File: src/rtl/bclk_pkg.sv
package bclk_pkg;

    localparam int DEF_CD_W    = 12;
    localparam int DEF_N_EXT   = 3;
    localparam int DEF_PRE_DIV = 16;
    localparam int DEF_REG_W   = 32;

    typedef enum logic [1:0] {
        ST_IDLE = 2'd0,
        ST_HIGH = 2'd1,
        ST_LOW  = 2'd2
    } gen_state_e;

endpackage

File: src/rtl/bclk_regs.sv
module bclk_regs #(
    parameter int CD_W  = bclk_pkg::DEF_CD_W,
    parameter int SRC_W = 2,
    parameter int REG_W = bclk_pkg::DEF_REG_W
) (
    input  logic             clk,
    input  logic             rst_n,
    input  logic             we,
    input  logic [REG_W-1:0] wdata,
    output logic [REG_W-1:0] rdata,
    output logic             rst_bit,
    output logic             en_bit,
    output logic [SRC_W-1:0] src_sh,
    output logic [CD_W-1:0]  cd_sh,
    output logic             div_sh
);
    localparam int P_DIV = 0;
    localparam int P_CD  = 1;
    localparam int P_ATB = P_CD + CD_W;
    localparam int P_SRC = P_ATB + 1;
    localparam int P_EN  = P_SRC + SRC_W;
    localparam int P_RST = P_EN + 1;
    localparam int USED  = P_RST + 1;

    logic atb_q;

    always_ff @(posedge clk or negedge rst_n) begin
        if (!rst_n) begin
            rst_bit <= 1'b0;
            en_bit  <= 1'b0;
            src_sh  <= '0;
            atb_q   <= 1'b0;
            cd_sh   <= '0;
            div_sh  <= 1'b0;
        end else if (we) begin
            rst_bit <= wdata[P_RST];
            en_bit  <= wdata[P_EN];
            src_sh  <= wdata[P_SRC +: SRC_W];
            atb_q   <= wdata[P_ATB];
            cd_sh   <= wdata[P_CD +: CD_W];
            div_sh  <= wdata[P_DIV];
        end
    end

    always_comb begin
        rdata                = '0;
        rdata[P_RST]         = rst_bit;
        rdata[P_EN]          = en_bit;
        rdata[P_SRC +: SRC_W] = src_sh;
        rdata[P_ATB]         = atb_q;
        rdata[P_CD +: CD_W]  = cd_sh;
        rdata[P_DIV]         = div_sh;
    end

    // a write shows up masked on the read port one cycle later
    p_readback_r2: assert property (@(posedge clk) disable iff (!rst_n)
        we |=> (rdata == ($past(wdata) & {{(REG_W-USED){1'b0}}, {USED{1'b1}}})));

endmodule

File: src/rtl/bclk_tick.sv
module bclk_tick #(
    parameter int N_EXT   = bclk_pkg::DEF_N_EXT,
    parameter int SRC_W   = 2,
    parameter int PRE_DIV = bclk_pkg::DEF_PRE_DIV
) (
    input  logic             clk,
    input  logic             rst_n,
    input  logic             run,
    input  logic             clear,
    input  logic [SRC_W-1:0] src,
    input  logic             div16,
    input  logic [N_EXT-1:0] ext_tick,
    output logic             dtick
);
    localparam int PRE_W = (PRE_DIV > 1) ? $clog2(PRE_DIV) : 1;

    logic raw_tick;

    always_comb begin
        raw_tick = (src == '0);
        for (int k = 0; k < N_EXT; k++) begin
            if (src == SRC_W'(k + 1)) raw_tick = ext_tick[k];
        end
    end

    generate
        if (PRE_DIV > 1) begin : g_pre
            logic [PRE_W-1:0] pre_q;
            logic             pre_last;

            assign pre_last = (pre_q == PRE_W'(PRE_DIV - 1));

            always_ff @(posedge clk or negedge rst_n) begin
                if (!rst_n) begin
                    pre_q <= '0;
                end else if (clear) begin
                    pre_q <= '0;
                end else if (run && raw_tick && div16) begin
                    pre_q <= pre_last ? '0 : pre_q + 1'b1;
                end
            end

            assign dtick = run && raw_tick && (!div16 || pre_last);

            // a stopped generator leaves the prescaler untouched
            p_pre_hold_r9: assert property (@(posedge clk) disable iff (!rst_n)
                (!run && !clear) |=> $stable(pre_q));
        end else begin : g_nopre
            assign dtick = run && raw_tick;
        end
    endgenerate

endmodule

File: src/rtl/bclk_fsm.sv
module bclk_fsm #(
    parameter int CD_W  = bclk_pkg::DEF_CD_W,
    parameter int SRC_W = 2
) (
    input  logic             clk,
    input  logic             rst_n,
    input  logic             rst_bit,
    input  logic             en_bit,
    input  logic [SRC_W-1:0] src_sh,
    input  logic [CD_W-1:0]  cd_sh,
    input  logic             div_sh,
    input  logic             dtick,
    output logic             run,
    output logic             clear,
    output logic [SRC_W-1:0] act_src,
    output logic             act_div,
    output logic             bclk
);
    import bclk_pkg::*;

    gen_state_e      state_q, state_n;
    logic [CD_W-1:0] cnt_q, cnt_n;
    logic [CD_W-1:0] act_cd;
    logic [CD_W:0]   hi_sum, lo_sum;
    logic [CD_W-1:0] hi_len, lo_len;
    logic            start, hi_end, lo_end, wrap, load;

    always_comb begin
        hi_sum = {1'b0, act_cd} + (CD_W + 1)'(2);
        lo_sum = {1'b0, act_cd} + (CD_W + 1)'(1);
        hi_len = hi_sum[CD_W:1];
        lo_len = lo_sum[CD_W:1];
    end

    always_comb begin
        run    = (state_q != ST_IDLE) && en_bit && !rst_bit;
        start  = (state_q == ST_IDLE) && en_bit && !rst_bit;
        hi_end = run && dtick && (state_q == ST_HIGH) && (cnt_q == hi_len - 1'b1);
        lo_end = run && dtick && (state_q == ST_LOW) && (cnt_q == lo_len - 1'b1);
        wrap   = lo_end || (hi_end && (lo_len == '0));
        load   = start || wrap;
        clear  = load || (state_q == ST_IDLE);
    end

    always_comb begin
        state_n = state_q;
        if (rst_bit) begin
            state_n = ST_IDLE;
        end else begin
            unique case (state_q)
                ST_IDLE: if (start) state_n = ST_HIGH;
                ST_HIGH: if (hi_end) state_n = (lo_len == '0) ? ST_HIGH : ST_LOW;
                ST_LOW:  if (lo_end) state_n = ST_HIGH;
                default: state_n = ST_IDLE;
            endcase
        end
    end

    always_comb begin
        if ((state_n == ST_IDLE) || load || hi_end) begin
            cnt_n = '0;
        end else if (run && dtick) begin
            cnt_n = cnt_q + 1'b1;
        end else begin
            cnt_n = cnt_q;
        end
    end

    // state register
    always_ff @(posedge clk or negedge rst_n) begin
        if (!rst_n) state_q <= ST_IDLE;
        else        state_q <= state_n;
    end

    // phase counter
    always_ff @(posedge clk or negedge rst_n) begin
        if (!rst_n) cnt_q <= '0;
        else        cnt_q <= cnt_n;
    end

    // active settings, loaded from the shadows only on start or wrap
    always_ff @(posedge clk or negedge rst_n) begin
        if (!rst_n) begin
            act_cd  <= '0;
            act_div <= 1'b0;
            act_src <= '0;
        end else if (load) begin
            act_cd  <= cd_sh;
            act_div <= div_sh;
            act_src <= src_sh;
        end
    end

    // output register, driven from the next state so it changes with it
    always_ff @(posedge clk or negedge rst_n) begin
        if (!rst_n) bclk <= 1'b1;
        else        bclk <= (state_n != ST_LOW);
    end

    // software reset forces the output high on the next cycle
    p_rst_high_r8: assert property (@(posedge clk) disable iff (!rst_n)
        rst_bit |=> bclk);

    // with enable low a running generator freezes output and counter
    p_freeze_r9: assert property (@(posedge clk) disable iff (!rst_n)
        ((state_q != ST_IDLE) && !en_bit && !rst_bit) |=> ($stable(bclk) && $stable(cnt_q)));

    // active settings change only in the cycle after a load
    p_reload_r6: assert property (@(posedge clk) disable iff (!rst_n)
        (!$stable(act_cd) || !$stable(act_div) || !$stable(act_src)) |-> $past(load));

    // the high-phase counter never passes its limit
    p_cnt_bound_r3: assert property (@(posedge clk) disable iff (!rst_n)
        (state_q == ST_HIGH) |-> (cnt_q < hi_len));

    // the low-phase counter never passes its limit
    p_cnt_low_r3: assert property (@(posedge clk) disable iff (!rst_n)
        (state_q == ST_LOW) |-> (cnt_q < lo_len));

endmodule

File: src/rtl/bclk_gen.sv
module bclk_gen #(
    parameter int CD_W    = bclk_pkg::DEF_CD_W,
    parameter int N_EXT   = bclk_pkg::DEF_N_EXT,
    parameter int PRE_DIV = bclk_pkg::DEF_PRE_DIV,
    parameter int REG_W   = bclk_pkg::DEF_REG_W
) (
    input  logic             clk,
    input  logic             rst_n,
    input  logic             cfg_we,
    input  logic [REG_W-1:0] cfg_wdata,
    output logic [REG_W-1:0] cfg_rdata,
    input  logic [N_EXT-1:0] ext_tick,
    output logic             bclk_out
);
    localparam int SRC_W = $clog2(N_EXT + 1);

    logic             rst_bit, en_bit, div_sh, act_div;
    logic [SRC_W-1:0] src_sh, act_src;
    logic [CD_W-1:0]  cd_sh;
    logic             run, clear, dtick;

    bclk_regs #(.CD_W(CD_W), .SRC_W(SRC_W), .REG_W(REG_W)) regs_i (
        .clk(clk), .rst_n(rst_n), .we(cfg_we), .wdata(cfg_wdata), .rdata(cfg_rdata),
        .rst_bit(rst_bit), .en_bit(en_bit), .src_sh(src_sh), .cd_sh(cd_sh), .div_sh(div_sh)
    );

    bclk_tick #(.N_EXT(N_EXT), .SRC_W(SRC_W), .PRE_DIV(PRE_DIV)) tick_i (
        .clk(clk), .rst_n(rst_n), .run(run), .clear(clear), .src(act_src),
        .div16(act_div), .ext_tick(ext_tick), .dtick(dtick)
    );

    bclk_fsm #(.CD_W(CD_W), .SRC_W(SRC_W)) fsm_i (
        .clk(clk), .rst_n(rst_n), .rst_bit(rst_bit), .en_bit(en_bit), .src_sh(src_sh),
        .cd_sh(cd_sh), .div_sh(div_sh), .dtick(dtick), .run(run), .clear(clear),
        .act_src(act_src), .act_div(act_div), .bclk(bclk_out)
    );

endmodule

File: config.mk
export PLATFORM = sky130hd
export DESIGN_NAME = bclk_gen
export DESIGN_NICKNAME = d
export VERILOG_FILES = /design/src/rtl/bclk_pkg.sv /design/src/rtl/bclk_regs.sv /design/src/rtl/bclk_tick.sv /design/src/rtl/bclk_fsm.sv /design/src/rtl/bclk_gen.sv
export SDC_FILE = /design/constraint.sdc
export NUM_CORES = 1
export LEC_CHECK = 0
export CAP_MARGIN = 20
export CORE_UTILIZATION = 35
export DETAILED_ROUTE_END_ITERATION = 6
export PLACE_DENSITY = 0.57
export SETUP_SLACK_MARGIN = 0.15
export SYNTH_ARGS = -nofsm -noshare
export SYNTH_HDL_FRONTEND = slang
export SYNTH_HIERARCHICAL = 1
export SYNTH_SLANG_ARGS = --single-unit
File: constraint.sdc
create_clock -name clk -period 3.6 [get_ports clk]
set_clock_uncertainty 0.2 [all_clocks]
set_input_delay 0.9 -clock clk [delete_from_list [all_inputs] [get_ports clk]]
set_output_delay 0.9 -clock clk [all_outputs]
set_load 0.02 [all_outputs]
==> After elaboration in Yosys (flattened, before gate mapping) <==
Cells that the tools add are included.
{ "op_classes": {"n_addsub": 6, "n_mul": 0, "div_mod_pow": 0, "n_lt_le_gt_ge": 0, "n_eq_ne": 9, "shifts": 0, "n_mux": 14, "bitwise_logic": 0, "n_reduce_logical": 28} }
{ "op_table": {"columns": ["cell", "n"], "rows": [
  ["$eq 12x12->1", 2],
  ["$mux 12", 2],
  ["$sub 12x1->12 const B", 2],
  ["$add 12x1->13 const B", 1],
  ["$add 12x2->13 const B", 1],
  ["$logic_and 1x1->1", 13],
  ["$add 12x1->12 const B", 1],
  ["$logic_not 12->1", 1],
  ["$mux 4", 3],
  ["$mux 2", 5],
  ["$eq 2x2->1 const B", 3],
  ["$logic_not 2->1", 3],
  ["$logic_or 1x1->1", 6],
  ["$pmux 2 s3", 1],
  ["$reduce_bool 2->1", 3],
  ["$add 4x1->4 const B", 1],
  ["$eq 2x1->1 const B", 2],
  ["$eq 4x4->1 const B", 1],
  ["$mux 1", 3],
  ["$logic_not 1->1", 2],
  ["$ne 2x2->1 const B", 1]
]} }
{ "totals": {"reg_bits": 52, "latchBits": 0, "ramBits": 0, "romBits": 0, "out_inout_bits": 33, "word_cells": 70, "n_memories": 0} }

==> Logic depth before layout (Yosys ltp) <==
Gate-level depths: netlist (run 1).
{ "depth": {"word_depth": 16, "depth_mapped": 16} }

==> Modules after synthesis <==
The synthesis (run 1) kept the hierarchy.
{ "modules_own_cells": {"columns": ["module", "n_inst", "cells_each", "area_each_um2", "seq_area_each_um2"], "rows": [
  ["bclk_fsm", 1, 284, 2551.2, 752.0],
  ["bclk_regs", 1, 71, 965.9, 450.4],
  ["bclk_tick", 1, 28, 264.0, 100.1]
]} }

==> Worst setup path after synthesis (run 1) <==
Ideal clock, no wire load.
{ "synth_timing": {"kind": "input -> register", "startpoint": "in ext_tick[2]", "endpoint": "reg tick_i.g_pre.pre_q[2]", "setup_ns": 0.120, "arrival_ns": 3.407, "required_ns": 3.280, "slack_ns": -0.127, "stages": 16, "n_path_buf": 1, "path_cell_list": "mux2i_1 -> a21oi_1 -> nand2_1 -> a21oi_1 -> nand2_1 -> or4_1 -> a21oi_1 -> o2111ai_1 -> a2111o_1 -> o211ai_4 -> buf_12 -> or2_2 -> inv_1 -> nand2_1 -> a21oi_1 -> a31o_1"} }
{ "synth_between": {"elab_chain_len": 11, "word_cells_on_any_way": 15, "classes_between": "mux (2); reduce/logical (13)"} }
{ "synth_lines": {"columns": ["element", "line_no", "text"], "rows": [
  ["start, declared", "bclk_gen.sv:12", "input logic [N_EXT-1:0] ext_tick,"],
  ["$mux 1 *", "bclk_tick.sv:22", "if (src == SRC_W'(k + 1)) raw_tick = ext_tick[k];"],
  ["$logic_and 1x1->1 * (2 in a row)", "bclk_tick.sv:43", "assign dtick = run && raw_tick && (!div16 || pre_last);"],
  ["net dtick", "bclk_gen.sv:20", "logic run, clear, dtick;"],
  ["$logic_and 1x1->1 *", "bclk_fsm.sv:38, bclk_fsm.sv:39", null],
  ["$logic_and 1x1->1 (2 in a row)", "bclk_fsm.sv:38", "hi_end = run && dtick && (state_q == ST_HIGH) && (cnt_q == hi_len - 1'b1);"],
  ["$logic_and 1x1->1", "bclk_fsm.sv:40", "wrap = lo_end || (hi_end && (lo_len == '0));"],
  ["$logic_or 1x1->1 *", "bclk_fsm.sv:40", null],
  ["$logic_or 1x1->1 *", "bclk_fsm.sv:41", "load = start || wrap;"],
  ["$logic_or 1x1->1 *", "bclk_fsm.sv:42", "clear = load || (state_q == ST_IDLE);"],
  ["net clear", "bclk_gen.sv:20", null],
  ["$mux 4 / $reduce_bool 2->1 (equally long branches)", null, null],
  ["end signal, assigned", "bclk_tick.sv:39", "pre_q <= pre_last ? '0 : pre_q + 1'b1;"],
  ["end, declared", "bclk_tick.sv:28", "logic [PRE_W-1:0] pre_q;"]
]} }
The timed path passes the listed nets; every way through them passes the cells marked *.
A chain may end at the register's enable or synchronous reset.

==> Final worst setup path (run 1) <==
{ "layout_timing": {"startpoint": "reg fsm_i.act_cd[1]", "endpoint": "reg fsm_i.act_cd[7]"} }
{ "layout_between": {"elab_chain_len": 7, "word_cells_on_any_way": 12, "classes_between": "add/sub (4); eq/ne (2); reduce/logical (6)"} }
{ "layout_lines": {"columns": ["element", "line_no", "text"], "rows": [
  ["start, declared", "bclk_fsm.sv:23", "logic [CD_W-1:0] act_cd;"],
  ["start signal, assigned", "bclk_fsm.sv:88", "act_cd <= cd_sh;"],
  ["$add 12x2->13", "bclk_fsm.sv:29", "hi_sum = {1'b0, act_cd} + (CD_W + 1)'(2);"],
  ["$sub 12x1->12", "bclk_fsm.sv:38", null],
  ["$eq 12x12->1", "bclk_fsm.sv:38", null],
  ["$logic_and 1x1->1", "bclk_fsm.sv:38", null],
  ["$logic_and 1x1->1", "bclk_fsm.sv:40", null],
  ["$logic_or 1x1->1 *", "bclk_fsm.sv:40", null],
  ["$logic_or 1x1->1 *", "bclk_fsm.sv:41", null]
]} }
Mark *: on every way between the ends. The rest lies on a longest branch, timed or not.

==> results of run 1 <==
through the flow:
step	power, mW	hold slack, ps	cells	setup TNS (ps)	cell area, sq um
6_report	2.69	330	589	0	5130
5_1_grt	2.87	358	589	-862	5130
4_1_cts	2.58	334	587	0	4850
3_5_place_dp	2.01	305	566	-14770	4430
3_3_place_gp	1.98	296	566	-14570	4430
2_1_floorplan	1.66	282	396	0	3870
placed cells by master, fill, tap and decap left out, types with 3 or more instances in the layout:
master           synthesis  final
dfrtp_1                 51     48
buf_4                   33     45
xnor2_1                 47     40
clkdlybuf4s50_1          0     38
mux2_4                  19     25
nand2_1                 21     18
nor2_1                  33     16
xor2_1                  18     16
nand3_1                 18     14
conb_1                   1     14
nand4_1                 12     12
nor2_4                   0     12
buf_6                    1     12
mux2_2                  15      9
xnor2_2                  0      7
nor3_1                  11      7
clkbuf_8                 0      5
nand2b_1                 5      5
nor2_2                   0      5
a21oi_1                  9      5
nor3_2                   0      4
a21oi_2                  0      4
inv_1                    4      3
nand3_4                  0      3
o21ai_1                  0      3
dfrtp_2                  0      3
cell families after synthesis:
kind of cell	Yosys count	synth area share (%)
muxes	37	12.8
adders and majority gates	5	1.65
other	1	0.0992
and+or+nand+nor	130	18.2
AOI/OAI and AO/OA	37	7.58
DFF	52	34.4
buffers and inverters	56	10.1
xor gates and xnor gates	65	15.1
timing repair:
item / CTS / global route
gates cloned: 1 / 1
resized for setup: 60 / 55
setup endpoints to repair: 34 / 34
buffers inserted: 12 / 1
pin swaps: 18 / 25
endpoints found under the hold margin: 0 / 0
area by class of cell:
cell class	count	area [sq um]	area share, %
clock buffer	6	72.6	1.41
timing repair buffer	101	956	18.6
inverter	4	15.0	0.293
tap	136	170	3.32
clock inverter	2	16.3	0.317
sequential	52	1310	25.5
multi-input combinational	288	2590	50.5
report_power, final:
group	total, mW	internal [mW]	switching [mW]	leakage, nW
clock network	0.344	0.139	0.205	0.0414
registers	0.800	0.672	0.127	0.645
logic	1.55	0.802	0.746	1.26
sequential cells by signal, summed over array words and instances (netlist names):
signal and count:
fsm_i/act_cd 12, fsm_i/cnt_q 12, regs_i/cd_sh 12, tick_i/g_pre.pre_q 4, fsm_i/act_src 2, fsm_i/state_q 2
regs_i/src_sh 2, fsm_i/act_div 1, fsm_i/bclk 1, regs_i/atb_q 1, regs_i/div_sh 1, regs_i/en_bit 1
regs_i/rst_bit 1
layer usage:
metal | share of wire [%] | up-vias
met5 | 0 | -
met4 | 0.64 | 0
met3 | 2.8 | 7
met2 | 49 | 60
met1 | 47 | 1467
li1 | - | 1419
how the worst max path moves through the flow:
stage	start	end	slack, ps	depth (start not counted)
6_report	fsm_i/act_cd[1]$_DFFE_PN0P_	fsm_i/act_cd[7]$_DFFE_PN0P_	70	13
2_1_floorplan	ext_tick[2]	tick_i/g_pre.pre_q[2]$_DFFE_PN0P_	20	16
3_3_place_gp	ext_tick[2]	fsm_i/act_cd[6]$_DFFE_PN0P_	-590	13
3_5_place_dp	ext_tick[1]	fsm_i/act_cd[6]$_DFFE_PN0P_	-610	13
5_1_grt	fsm_i/act_cd[1]$_DFFE_PN0P_	fsm_i/act_cd[6]$_DFFE_PN0P_	-60	15
4_1_cts	ext_tick[2]	fsm_i/act_cd[6]$_DFFE_PN0P_	150	14
worst max-delay path, cell delays in order (launching register included):
cell,delay [ps]
dfrtp_2,460
buf_6,140
nand3_4,70
or3_4,340
o31ai_4,270
nand4_2,170
buf_6,160
nor3_2,130
o221ai_1,140
a2111o_1,510
o211ai_4,230
buf_6,140
buf_12,140
mux2_4,310
==> metrics.yaml, run 1 <==
nFillCells: 976
yosysMostFrequentCell: "dfrtp_1"
setup_viol: 0
dp_slack_ps: -606
worst_r2r_endpoint: "fsm_i/act_cd[7]$_DFFE_PN0P_"
hold_path_end: "regs_i/atb_q$_DFFE_PN0P_"
powerDensity_mw_per_mm2: 525
period_needed_ps: 3530
ff2ff_path_depth: 13
min_path_cells: 1
drive_gt1_share_pct: 39.5
hold_class: "flop to flop"
worstPathArrival_ps: 3520
via_per_inst: 5.01
place_congestion: 0.835
clkSlewWorstSetupHoldPaths_ps: 100
dieArea_sq_mm: 0.0112
antenna_found_initial: 0
vdd_drop_max_v: 0.000224
endpoint_kind: "flop"
p_leak_nw: 1.95
core_area_sq_mm: 0.0104
post_drt_wl_per_cell_microns: 15.1
core.rowCount: 37
ys_types: 57
area_delta_synth_final_pct: 35.6
final_util_pct: 49.2
worstSetupPathType: "flop to flop"
hpwl_mm: 6.11
clock_latency_ps: 310
via_count: 2953
worstSetupStartpointType: "flop"
ios: 71
synthesis.instances: 383
clockBufferDepth: 2
synth_top_area_share_pct: 33.8
synth_edf_count: 0
outcome: "complete, no violations"
report.final.slew_viol_count: 0
worstHoldStart: "regs_i/atb_q$_DFFE_PN0P_"
grt_usage_pct: 16.0
maxCapViolCount: 0
grt_use_met3_pct: 2.15
postRouteAntennaNets: 0
max_freq_mhz: 284
yosysWarnings: 6
worstMarginPinSlew_ps: 670
synthFlopType: "dfrtp_1"
die_x_microns: 106
grt_pass1_vias: 2886
fin_nets: 495
critPathRequiredTime_ps: 3600
synth.ff_latch_count: 52
drc: 0
gr-max-usage-layer: "met2"
async_flop_share_pct: 100
cts.sinks: 52
drtIter0Drc: 103
cts_tree: "done"
fin_ws_ps: 73.3
cts_max_level: 2
n_antenna_cell: 0
slew_headroom_pct: 55.4
first_pass_iters: 4
grtUsageMet2_pct: 26.3
initial_core_util_pct: 36.3
r2r_start: "fsm_i/act_cd[1]$_DFFE_PN0P_"
grt_util_met1_pct: 22.3
totalWireLength_mm: 8.87
rsz0062_at_grt: "true"
yosys-top-cells-area: "dfrtp_1 (34%), xnor2_1 (11%), mux2_4 (7.5%), buf_4 (6.6%), mux2_2 (4.5%)"
cts_hold_buffers: 0
grt_pass1_wl_mm: 14.3
io_buffers: 42
synth_seq_area_share_pct: 34.4
cts-root-buf: "clkbuf_8"
finalCritPeriodShare_pct: 98.0
worstPathMaxFanout: 8
r2r_setup_slack_ps: 70
netlist_area_sq_mm: 0.00378
synth_common_cells: "dfrtp_1 (51), xnor2_1 (47), buf_4 (33), nor2_1 (33), nand2_1 (21)"
yosys.area.top_type: "dfrtp_1"
grt_max_degree: 53
cts_made_buffers: 5
die_h_microns: 106
avgSynthCellArea_sq_um: 9.87
gr-total-overflow: 0
hold_violations: 0
(Power assumes the default switching activity.)
==> run 2: changes to the inputs <==
Settings changed: PLACE_DENSITY 0.57 to default.
==> metrics.yaml, run 2 (synthesis gave the netlist of run 1 again) <==
endpoint_kind: "flop"
power_mw: 2.80  # +4.1%
fin_ws_ps: 59.3  # -14.0 ps
hold_class: "input pin to asynchronous set/reset pin"
outcome: "complete, no violations"
final_common_cell: "buf_4"
powerDensity_mw_per_mm2: 545  # +3.8%
cp_slowest_stage_delay_ps: 500  # about the same
period_needed_ps: 3540  # +14.0 ps
io_buffers: 42  # unchanged
path_cells: "ha_4 -> nand2_4 -> buf_4 -> a21oi_1 -> xnor2_1 -> or4_4 -> a21oi_2 -> o2111ai_2 -> a2111o_1 -> o211ai_4 -> buf_12 -> buf_16 -> mux2_4"
grt_usage_pct: 16.4  # +0.45 points
cts.sinks: 52  # unchanged
post_drt_wl_per_cell_microns: 14.7  # -2.7%
first_pass_iters: 4  # unchanged
critPathRequiredTime_ps: 3610  # about the same
drtIter0Drc: 94  # -8.7%
reg.largest.list: "fsm_i/act_cd x12, fsm_i/cnt_q x12, regs_i/cd_sh x12"
cts_tree: "done"
die_h_microns: 106  # unchanged
clkSlewWorstSetupHoldPaths_ps: 100  # about the same
antenna_found_initial: 0  # unchanged
cts_made_buffers: 5  # unchanged
seq_power_share_pct: 28.8  # -0.9 points
die_x_microns: 106  # unchanged
cts_hold_buffers: 0  # unchanged
clockBufferDepth: 2  # unchanged
area_delta_synth_final_pct: 36.1
dp_cells: 564  # -0.35%
instances_no_fill: 599  # +1.7%
worstPathArrival_ps: 3550  # +30 ps
gr-total-overflow: 0  # unchanged
power.internal_mw: 1.77  # +9.9%
grt_max_degree: 35  # -34%
power_switching_share_pct: 36.8  # -3.3 points
clkPwrFrac_pct: 19.7  # +6.9 points
cts-root-buf: "clkbuf_8"
postRouteAntennaNets: 0  # unchanged
crit_buf_inv: 3  # -1
crit_slowest_cell: "or4_4"
drc: 0  # unchanged
p_sw_mw: 1.03  # -4.5%
worstPathMaxFanout: 7  # -1
core.rowCount: 37  # unchanged
rsz0062_at_grt: "true"
via_per_inst: 4.97  # -0.87%
cts_max_level: 2  # unchanged
max_freq_mhz: 282  # -0.40%
vdd_drop_max_v: 0.000302  # +35%
cp_top_family: "compound AO/OA/AOI/OAI gates"
maxCapViolCount: 0  # unchanged
setup_viol: 0  # unchanged
comb_power_share_pct: 51.5  # -6.0 points
clock_latency_ps: 310  # about the same
finalCritPeriodShare_pct: 98.4  # +0.39 points
totalWireLength_mm: 8.78  # -1.0%
report.final.slew_viol_count: 0  # unchanged
core_area_sq_mm: 0.0104  # unchanged
worstSetupStartpointType: "flop"
layout.cells.most_common_list: "buf_4 (54), dfrtp_1 (46), xnor2_1 (42)"
grt_pass1_wl_mm: 14.8  # +3.3%
grt_pass1_vias: 2991  # +3.6%
dp_slack_ps: -669  # -63.4 ps
worstSetupPathType: "flop to flop"
drive_gt1_share_pct: 37.8  # -1.7 points
fin_nets: 505  # +2.0%
via_count: 2977  # +0.81%
hold_violations: 0  # unchanged
ios: 71  # unchanged
initial_core_util_pct: 36.3  # unchanged
hpwl_mm: 6.22  # +1.9%
place_congestion: 0.828  # -0.90%
n_antenna_cell: 0  # unchanged
p_leak_nw: 2.02  # +3.5%
final_util_pct: 49.4  # +0.16 points
dieArea_sq_mm: 0.0112  # unchanged
-- run 2: what timing repair did --
action,CTS,global route
endpoints found under the hold margin,0,0
gates resized for setup,40,46
setup endpoints to repair,34,34
pin swaps,11,17
setup buffers,19,7
cloned,1,0
-- run 2: final cells by class --
| class | instances | area [sq um] |
|---|---|---|
| Fill cell | 944 | 5270 |
| Multi-Input combinational cell | 288 | 2460 |
| Sequential cell | 52 | 1310 |
| Timing Repair Buffer | 111 | 1030 |
| Tap cell | 136 | 170 |
| Clock inverter | 3 | 90.1 |
| Clock buffer | 5 | 68.8 |
| Inverter | 4 | 15.0 |
-- run 2: layer usage --
metal	routed length, microns	track usage [%]	up-vias
li1	-	-	1441
met1	3930	21.9	1449
met2	4360	27.2	77
met3	364	2.45	10
met4	117	5.46	0
met5	0	0	-
-- run 2: final timing paths --
path                                              from                           endpoint  slack (ps)  cells past startpoint
max                        fsm_i/act_cd[2]$_DFFE_PN0P_       fsm_i/act_src[1]$_DFFE_PN0P_          60                     13
min                                              rst_n  tick_i/g_pre.pre_q[0]$_DFFE_PN0P_         320                      1
max reg2reg                fsm_i/act_cd[2]$_DFFE_PN0P_       fsm_i/act_src[1]$_DFFE_PN0P_          60                     13
min reg2reg                   regs_i/atb_q$_DFFE_PN0P_           regs_i/atb_q$_DFFE_PN0P_         320                      1
max in group asynchronous                        rst_n        fsm_i/act_cd[7]$_DFFE_PN0P_        2080                      2
min in group clk              regs_i/atb_q$_DFFE_PN0P_           regs_i/atb_q$_DFFE_PN0P_         320                      1
-- run 2: power by group through the flow --
| stage | clock, mW | combinational (mW) | sequential, mW |
|---|---|---|---|
| floorplan | 0 | 0.906 | 0.753 |
| global placement | 0 | 1.16 | 0.794 |
| detailed placement | 0 | 1.18 | 0.797 |
| CTS | 0.566 | 1.29 | 0.793 |
| global route | 0.589 | 1.57 | 0.825 |
| finish | 0.552 | 1.44 | 0.808 |
-- run 2: stage by stage --
step | hold WS (ps) | instance area [sq um] | TNS [ps]
CTS | 325 | 4870 | 0
global placement | 294 | 4420 | -16590
global route | 342 | 5140 | -292
floorplan | 282 | 3870 | 0
detailed placement | 300 | 4420 | -17220
finish | 317 | 5140 | 0
==> run 3: changes to the inputs <==
Settings changed: CELL_PAD_IN_SITES_DETAIL_PLACEMENT from default to 0, CELL_PAD_IN_SITES_GLOBAL_PLACEMENT from default to 1, CORE_MARGIN from default to 4, PLACE_DENSITY_LB_ADDON from default to 0.1.
==> metrics.yaml, run 3 (synthesis gave the netlist of run 1 again) <==
reg.largest.list: "fsm_i/act_cd x12, fsm_i/cnt_q x12, regs_i/cd_sh x12"
core_area_sq_mm: 0.0104  # unchanged
path_cells: "buf_4 -> nand3_4 -> or3_4 -> o31ai_4 -> nand4_2 -> or4_1 -> a2111o_1 -> o211ai_4 -> buf_6 -> buf_16 -> mux2_4"
endpoint_kind: "flop"
grt_use_met3_pct: 2.23  # -0.22 points
clkSlewWorstSetupHoldPaths_ps: 120  # +20 ps
via_per_inst: 4.86  # -2.3%
critPathRequiredTime_ps: 3610  # about the same
fin_nets: 501  # -0.79%
post_drt_wl_per_cell_microns: 14.8  # +1.3%
cp_slowest_stage_delay_ps: 510  # about the same
r2r_setup_slack_ps: 110  # +50 ps
hpwl_mm: 6.75  # +8.5%
ff2ff_path_depth: 11  # -2
maxCapViolCount: 0  # unchanged
initial_core_util_pct: 36.3  # unchanged
layout.cells.most_common_list: "buf_4 (56), dfrtp_1 (49), xnor2_1 (43)"
drc: 0  # unchanged
cts_made_buffers: 5  # unchanged
gr-total-overflow: 0  # unchanged
rsz0062_at_grt: "true"
drive_gt1_share_pct: 35.1  # -2.7 points
drtIter0Drc: 105  # +12%
crit_slowest_cell: "a2111o_1"
ios: 71  # unchanged
n_antenna_cell: 0  # unchanged
place_congestion: 0.796  # -3.9%
fin_ws_ps: 109  # +49.4 ps
clockBufferDepth: 2  # unchanged
period_needed_ps: 3490  # -49.4 ps
report.final.slew_viol_count: 0  # unchanged
dp_cells: 574  # +1.8%
grt_pass1_vias: 3103  # +3.7%
setup_viol: 0  # unchanged
worstSetupPathType: "flop to flop"
postRouteAntennaNets: 0  # unchanged
outcome: "complete, no violations"
cts_max_level: 2  # unchanged
cts.sinks: 52  # unchanged
cts-root-buf: "clkbuf_8"
grt_util_met1_pct: 20.4  # -1.5 points
cts_tree: "done"
die_h_microns: 112  # +5.7%
hold_violations: 0  # unchanged
p_leak_nw: 1.95  # -3.3%
finalCritPeriodShare_pct: 97.0  # -1.4 points
first_pass_iters: 4  # unchanged
dp_slack_ps: -636  # +33.0 ps
r2r_start: "fsm_i/act_cd[2]$_DFFE_PN0P_"
io_buffers: 42  # unchanged
fin_tns_setup_ps: 0  # unchanged
instances_no_fill: 595  # -0.67%
worstPathArrival_ps: 3510  # -40 ps
worst_r2r_endpoint: "fsm_i/act_cd[3]$_DFFE_PN0P_"
via_count: 2889  # -3.0%
max_freq_mhz: 286  # +1.4%
core.rowCount: 37  # unchanged
area_delta_synth_final_pct: 31.2
antenna_found_initial: 0  # unchanged
final_common_cell: "buf_4"
totalWireLength_mm: 8.83  # +0.60%
cts_hold_buffers: 0  # unchanged
hold_class: "input pin to asynchronous set/reset pin"
grt_max_degree: 30  # -14%
grtUsageMet2_pct: 24.8  # -2.4 points
worstSetupStartpointType: "flop"
die_x_microns: 112  # +5.7%
grt_usage_pct: 14.8  # -1.6 points
gr-max-usage-layer: "met2"
dieArea_sq_mm: 0.0125  # +12%
vdd_drop_max_v: 0.000235  # -22%
powerDensity_mw_per_mm2: 530  # -2.7%
grt_pass1_wl_mm: 15.4  # +3.6%
final_util_pct: 47.6  # -1.8 points
clock_latency_ps: 320  # about the same
worstPathMaxFanout: 9  # +2
-- run 3: final cells by class --
cell class                 instances  area [sq um]
clock inverter                     3          28.8
tap                              136           170
fill                            1015          5450
multi-input combinational        288          2410
timing repair buffer             107           968
inverter                           4          15.0
clock buffer                       5          68.8
sequential                        52          1310
-- run 3: worst max-delay path by stage --
stage / start / endpoint / cells after the start / slack, ps
after global placement: ext_tick[2] / fsm_i/act_cd[8]$_DFFE_PN0P_ / 13 / -620
after global routing: fsm_i/act_cd[2]$_DFFE_PN0P_ / fsm_i/act_cd[3]$_DFFE_PN0P_ / 15 / -50
after CTS: fsm_i/act_cd[1]$_DFFE_PN0P_ / tick_i/g_pre.pre_q[2]$_DFFE_PN0P_ / 13 / 100
after floorplan: ext_tick[2] / tick_i/g_pre.pre_q[2]$_DFFE_PN0P_ / 16 / 20
after detailed placement: ext_tick[2] / fsm_i/act_cd[9]$_DFFE_PN0P_ / 13 / -640
final: fsm_i/act_cd[2]$_DFFE_PN0P_ / fsm_i/act_cd[3]$_DFFE_PN0P_ / 11 / 110
-- run 3: critical path, delay by kind of cell, from the launching register on --
family / cells / cell delay (ps)
multiplexers: 1 / 290
AO/OA/AOI/OAI: 3 / 1030
AND/OR/NAND/NOR: 4 / 1020
flip-flops: 1 / 370
buffers and inverters: 3 / 480
-- run 3: per-stage QoR --
step | power [mW] | cell area [sq um] | hold slack [ps]
after CTS | 2.60 | 4860 | 347
after detailed placement | 2.04 | 4490 | 316
final | 2.63 | 4960 | 344
after global routing | 2.82 | 4960 | 374
after floorplan | 1.66 | 3870 | 282
after global placement | 2.03 | 4490 | 298
-- run 3: report_power, final --
group | switching (mW) | total, mW | internal (mW)
Sequential | 0.115 | 0.786 | 0.671
Combinational | 0.696 | 1.47 | 0.770
Clock | 0.230 | 0.377 | 0.148
-- run 3: repair_timing --
action                                  CTS  global route
pin swaps                                17             8
buffers inserted                          7             5
cloned                                    1             0
endpoints found under the setup margin   34            31
resized for setup                        53            13
-- run 3: metal layers --
metal  vias to the layer above  part of all wire (%)
met4                         0                  0.82
met3                         5                   3.6
met5                         -                     0
met2                        44                    48
li1                       1434                     -
met1                      1406                    48
